## src/rtl/keyed_remap_ctrl.sv

```systemverilog
module keyed_remap_ctrl #(
  parameter int          AW        = 16,
  parameter int          DW        = 8,
  parameter logic [7:0]  KEY_MAP   = 8'hD4,
  parameter logic [7:0]  KEY_RST   = 8'hB2,
  parameter logic [7:0]  KEY_FCLR  = 8'h71,
  parameter logic [15:0] WIN_LO    = 16'h0040,
  parameter logic [15:0] WIN_HI    = 16'h083F,
  parameter logic [7:0]  VEC_SRC   = 8'hFF,
  parameter logic [7:0]  VEC_DST   = 8'h01,
  parameter logic [7:0]  TBL_A_LO  = 8'hA0,
  parameter logic [7:0]  TBL_A_HI  = 8'hBF,
  parameter logic [7:0]  TBL_B_LO  = 8'hC8,
  parameter logic [7:0]  TBL_B_HI  = 8'hFD
) (
  input  logic          clk,
  input  logic          rst_n,
  input  logic          reg_wr,
  input  logic          reg_sel,
  input  logic [DW-1:0] reg_wdata,
  output logic [DW-1:0] reg_rdata,
  input  logic          boot_serial,
  input  logic [AW-1:0] fetch_addr,
  output logic [AW-1:0] phys_addr,
  output logic          ram_sel,
  output logic          map_on,
  output logic          vec_on,
  output logic          rst_dis_on,
  output logic          fclr_pulse
);

  localparam int SW = 3;

  logic [SW-1:0] stage;
  logic          key_wr, ctl_wr;
  logic          in_win, in_vec;
  logic [7:0]    lo_byte;

  assign ctl_wr = reg_wr && !reg_sel;
  assign key_wr = reg_wr && reg_sel;

  always_ff @(posedge clk) begin
    if (!rst_n) begin
      stage      <= '0;
      map_on     <= 1'b0;
      vec_on     <= 1'b0;
      rst_dis_on <= 1'b0;
      fclr_pulse <= 1'b0;
    end else begin
      fclr_pulse <= key_wr && (reg_wdata[7:0] == KEY_FCLR);
      if (ctl_wr) stage <= reg_wdata[SW-1:0];
      if (key_wr && reg_wdata[7:0] == KEY_MAP) begin
        map_on <= stage[1];
        vec_on <= stage[2];
      end
      if (key_wr && reg_wdata[7:0] == KEY_RST)
        rst_dis_on <= stage[0];
    end
  end

  assign reg_rdata = reg_sel ? '0 : {{(DW-SW){1'b0}}, stage};

  assign lo_byte = fetch_addr[7:0];
  assign in_win  = (fetch_addr >= AW'(WIN_LO)) && (fetch_addr <= AW'(WIN_HI));
  assign in_vec  = map_on && vec_on && (fetch_addr[AW-1:8] == (AW-8)'(VEC_SRC)) &&
                   (((lo_byte >= TBL_A_LO) && (lo_byte <= TBL_A_HI)) ||
                    ((lo_byte >= TBL_B_LO) && (lo_byte <= TBL_B_HI)));

  always_comb begin
    phys_addr = fetch_addr;
    ram_sel   = 1'b0;
    if (in_vec) begin
      phys_addr = {(AW-8)'(VEC_DST), lo_byte};
      ram_sel   = 1'b1;
    end else if (in_win && (map_on || boot_serial)) begin
      ram_sel   = 1'b1;
    end
  end

  assert_commit_map_R4: assert property (@(posedge clk) disable iff (!rst_n)
    (key_wr && reg_wdata[7:0] == KEY_MAP) |=>
      (map_on == $past(stage[1]) && vec_on == $past(stage[2]) && $stable(rst_dis_on)));

  assert_strobe_source_R6: assert property (@(posedge clk) disable iff (!rst_n)
    fclr_pulse |-> $past(key_wr && reg_wdata[7:0] == KEY_FCLR));

  assert_bad_key_ignored_R7: assert property (@(posedge clk) disable iff (!rst_n)
    (key_wr && reg_wdata[7:0] != KEY_MAP && reg_wdata[7:0] != KEY_RST &&
     reg_wdata[7:0] != KEY_FCLR) |=>
      ($stable(map_on) && $stable(vec_on) && $stable(rst_dis_on) && !fclr_pulse));

  assert_reset_vector_R11: assert property (@(posedge clk) disable iff (!rst_n)
    (&fetch_addr[AW-1:1]) |-> (!ram_sel && phys_addr == fetch_addr));

  assert_boot_window_R12: assert property (@(posedge clk) disable iff (!rst_n)
    (boot_serial && fetch_addr >= AW'(WIN_LO) && fetch_addr <= AW'(WIN_HI)) |-> ram_sel);

endmodule

```

## config.mk

```make
export PLATFORM = sky130hd
export DESIGN_NAME = keyed_remap_ctrl
export DESIGN_NICKNAME = d
export VERILOG_FILES = /design/src/rtl/keyed_remap_ctrl.sv
export SDC_FILE = /design/constraint.sdc
export NUM_CORES = 1
export LEC_CHECK = 0
export BUFFER_PORTS_ARGS = -buffer_cell sky130_fd_sc_hd__clkbuf_2
export CAP_MARGIN = 20
export CORE_UTILIZATION = 37
export DETAILED_ROUTE_END_ITERATION = 8
export GPL_TIMING_DRIVEN = 0
export HOLD_SLACK_MARGIN = 0.1
export MAX_ROUTING_LAYER = met4
export PLACE_DENSITY = 0.87
export SLEW_MARGIN = 20
export SYNTH_ARGS = -nofsm -noshare
export SYNTH_HDL_FRONTEND = slang
export SYNTH_SLANG_ARGS = --single-unit
```

## constraint.sdc

```tcl
create_clock -name clk -period 2.8 [get_ports clk]
set_input_delay 0.56 -clock clk [delete_from_list [all_inputs] [get_ports clk]]
set_output_delay 0.56 -clock clk [all_outputs]
set_load 0.01 [all_outputs]
```

## Word-level counts from Yosys, hierarchy flattened

Index checks and enable logic that the tools add are counted.

| storage, ports and cells | value |
|---|---|
| register bits after elaboration | 7 |
| output and inout bits | 29 |
| input port bits | 29 |

| cells by class | value |
|---|---|
| reduce and logical (&&, ||, !) cells | 15 |
| $lt $le $gt $ge | 6 |
| equal/unequal tests | 4 |
| mux-type cells | 4 |

Operator list:

| cell | number |
|---|---|
| $eq 8x8->1 const B | 3 |
| $ge 16x7->1 const B | 1 |
| $ge 8x8->1 const B | 2 |
| $le 16x12->1 const B | 1 |
| $le 8x8->1 const B | 2 |
| $mux 16 | 1 |
| $logic_and 1x1->1 | 12 |
| $eq 8x7->1 const B | 1 |
| $mux 3 | 1 |
| $logic_or 1x1->1 | 2 |
| $mux 1 | 2 |
| $logic_not 1->1 | 1 |

## Longest topological paths before layout

| depth | value |
|---|---|
| word-level depth | 5 |
| depth in mapped cells | 4 |

## Worst setup path after synthesis

Ideal clock, no wire load.

| timing path | value |
|---|---|
| path type | input to output |
| start | in fetch_addr[7] |
| end | out ram_sel |
| arrival time | 1433 ps |
| stages on the path | 4 |
| setup slack | 807 ps |
| cells stage by stage | or4_4 nor2_2 xor2_1 o21ai_1 |

| between the ends | value |
|---|---|
| word-level cells in the longest chain between the ends | 5 |

RTL lines:

| what | line | RTL |
|---|---|---|
| start: declaration | 23 | `input logic [AW-1:0] fetch_addr,` |
| $ge 16x7->1, or another cell as far along | 64 | `assign in_win = (fetch_addr >= AW'(WIN_LO)) && (fetch_addr <= AW'(WIN_HI));` |
| $logic_and 1x1->1 (on tied branches) | 64, 66, 67 |  |
| $logic_and 1x1->1 or $logic_or 1x1->1 (tied branches) | 75, 66 |  |
| $mux 1 or $logic_and 1x1->1 (tied branches) | 75, 65 |  |
| $mux 1 (*) | 72 | `if (in_vec) begin` |
| end: declaration | 25 | `output logic ram_sel,` |

Every way passes the cells marked *; elsewhere a longest branch is shown, timed or not.

## Worst setup path after layout

Same ends and word-level chain as after synthesis.

==> results by stage <==
Timing:
- The total negative setup slack is 0 ns.
- The worst path meets setup with 0.5521 ns of slack.
- For the finished layout, the period the worst path requires is 2.248 ns.
- Across the routed clock network, the largest skew measured is 0.0001445 ns.
- The final count of negative-setup-slack endpoints is 0.
- The number of pins with negative max-slew slack in the final report is 0.
- The minimum hold slack is 0.4704 ns.
- The maximum clock frequency is 444.9 MHz.
- The count of endpoints failing hold in the final timing report is 0.
- The share of the clock period used by the worst path is 80.28%.
- Setup repair after global routing left no endpoint under its margin.

Final layout:
- The number of nets in the layout is 157.
- The area used by multi-input combinational logic is 341.6 um2.
- The final instance count without filler cells is 142.
- Across the whole layout, storage elements account for 140.1 um2.
- The count of inserted antenna diode cells is 0.
- The layout has 122 filler cells.
- Compared with the post-synthesis result, the final layout area differs by 55.51%.
- The proportion of layout cells with a drive suffix above 1 is 54.33%.
- Measured on the finished design, the core utilization comes to 64.65%.

Floorplan:
- The placeable core area is 1366 um2.
- The die outline width is 41.18 um.
- The area enclosed by the die boundary is 1696 um2.
- The top-level I/O count is 58.
- The initial standard-cell utilization of the core is 41.58%.
- After floorplanning, the core was divided into 13 placement rows.
- The vertical die dimension is 41.18 um.

Placement:
- Port buffering added 51 buffers.
- Detailed placement finished with a half-perimeter wire length of 1239 um.
- The weighted congestion reported at the end of routability-driven placement is 0.7265.
- The pre-CTS setup slack is 0.5401 ns.
- The count of placed standard cells including taps is 138.

Global route:
- The number of antenna violations at the first check in global routing is 0.
- The first global-routing pass estimated 2056 um of wire.
- The overall track demand over capacity in global routing is 18.95%.
- The via count of the first global-routing pass was 557.
- The maximum number of pins on one net before global-route repair is 9.
- The total overflow reported by the global router is 0.

Clock network:
- The clock insertion delay at the later pin of the skew report is 0.24 ns.
- The cell at the root of the clock tree is clkbuf_4.
- In this run the deepest clock path goes through 2 buffers.
- The clock transition at the register clock pins on the worst setup and hold paths after CTS is 0.05 ns.
- The TritonCTS clock tree is done.
- The post-CTS setup-driven buffer insertion count is 0.
- After clock tree synthesis, the repair step resized 0 gates.
- The number of hold buffers added after CTS was 0.
- Clock tree synthesis inserted a total of 3 buffers.
- The maximum level of the CTS H-tree is 1.
- CTS saw 7 sinks.

Synth:
- The area share of the largest cell type after synthesis is 24.67%.
- The synthesized area per cell is 8.354 um2.
- Yosys printed 0 warnings.
- The distinct cell type count after synthesis is 27.
- Counting instances in the post-synthesis netlist gives the leading cell types as buf_4, nor2b_1, and2_1, dfxtp_1, mux2i_1.
- The synthesized design contains 7 register bits.
- The number of synthesized flops with an enable pin is 0.
- Synthesis produced a netlist whose cell count is 68.
- The most used flip-flop cell after synthesis is dfxtp_1.
- Among all cell types in the netlist, the one instantiated most often is buf_4.
- The synthesized netlist occupies a cell area of 568.0 um2.
- Summing the sequential cell areas from Yosys gives 24.67% of the chip area.
- In the post-synthesis netlist, the biggest area contributors are dfxtp_1, buf_4, nor2b_1.
- The cell accounting for the most synthesized area is dfxtp_1.
- The async set-reset flop share out of synthesis is 0%.

Drt:
- Summing over every cut layer, the via total after detailed routing is 688.
- The post-detailed-routing wire length is 1426 um.
- After detailed routing, the number of remaining DRC violations is 0.
- For this block, the initial DRC count from the detailed router was 3.
- In this run the remaining antenna-violating nets after routing total 0.
- The pre-antenna-repair detailed-routing pass consisted of 3 iterations.
- After detailed routing, the number of vias per cell comes to 4.845.
- The final routed wire length divided by cell count is 10.04 um.

Worst hold path:
- The tightest min-delay check is of the reg2reg type.
- The worst hold path begins at stage[0].

Power and ir drop:
- Power spread over the standard cell area amounts to 312.4 nW/um2.
- The largest vdd supply drop is 0.1779 mV.
- The static leakage is 0.0004694 uW.

Worst setup path:
- Data on the critical path is required at its endpoint by 2.24 ns.
- The critical path launch point type is an input port.
- STA puts the critical path data arrival time at 1.69 ns.
- The worst setup path is captured at an output pin.
- The startpoint identified for the worst register-to-register timing path is map_on.
- The largest single stage delay on the critical path is 0.53 ns.
- In this design, the critical path's most frequently occurring cell is clkbuf_2.
- Along the worst path, the maximum fanout reaches 3.
- Tracing the worst setup path back leads to its startpoint at fetch_addr[7].
- The slowest stage of the critical path is the or4_4 cell.
- The critical path is of the in2out type.
- Traced cell by cell, the critical path runs through clkbuf_2 > or4_4 > nor2_2 > xor2_1 > o21ai_1 > clkbuf_2.

Job:
- The count of max-cap constraint violations is 0.

Status:
- The run finished with clean final reports.
[per-layer routing]
layer / GRT usage, % / part of all wire [%]
met1: 17.95 / 37
met2: 35.94 / 49
met3: 1.630 / 13
met4: 12.10 / 0.70
met5: - / 0
[sequential cells by signal (all words and copies together), names as in the netlist]
name	count
fclr_pulse	1
rst_dis_on	1
vec_on	1
map_on	1
stage	3
[path summary, 6_finish.rpt]
check                             endpoint  slack [ns]  cells past startpoint
worst min-delay path            rst_dis_on        0.47                      2
worst max register to register      map_on        2.14                      2
worst max-delay path               ram_sel        0.55                      6
worst min register to register  rst_dis_on        0.47                      2
[worst max-delay path: cells and delay by family]
kind | cells | cell delay [ns]
AO/OA/AOI/OAI | 1 | 0.07
XOR/XNOR | 1 | 0.17
buffers and inverters | 2 | 0.26
AND/OR/NAND/NOR | 2 | 0.63
[through the flow]
stage / total power (uW) / cell area (um2)
after global placement: 186.0 / 857.1
after global routing: 297.3 / 883.3
after CTS: 279.6 / 883.3
after detailed placement: 187.8 / 857.1
final: 276.0 / 883.3
after floorplan: 146.5 / 583.1
[placed cells by master, fill, tap and decap left out, types with 2 or more instances in the layout]
| cell | n |
|---|---|
| and2_1 | 7 |
| clkbuf_2 | 51 |
| nand4_1 | 3 |
| clkbuf_1 | 2 |
| buf_4 | 13 |
| clkbuf_4 | 3 |
| nor2b_1 | 10 |
| mux2i_1 | 5 |
| dfxtp_1 | 7 |
| conb_1 | 5 |
| nand3_1 | 2 |
| nand2_1 | 2 |
[logic make-up after synthesis]
logic type	share of synthesized area, %
AOI/OAI and AO/OA	7.269
xor gates and xnor gates	1.542
buffers and inverters	17.84
DFF	24.67
muxes	8.811
other	0.6602
and+or+nand+nor	39.21
[where the power goes]
part	internal, uW	leakage, uW	switching [uW]	total (uW)
clock	54.3	0.0000150	35.9	90.2
combinational	45.2	0.000398	37.3	82.5
sequential	102	0.0000568	1.42	103
[area by class of cell]
| class | count | area share, % |
|---|---|---|
| buffer | 14 | 11.47 |
| clock buffer | 4 | 2.975 |
| multi-input combinational | 51 | 38.67 |
| sequential | 7 | 15.86 |
| tap | 15 | 2.125 |
| timing repair buffer | 51 | 28.90 |
(Power assumes the default switching activity.)
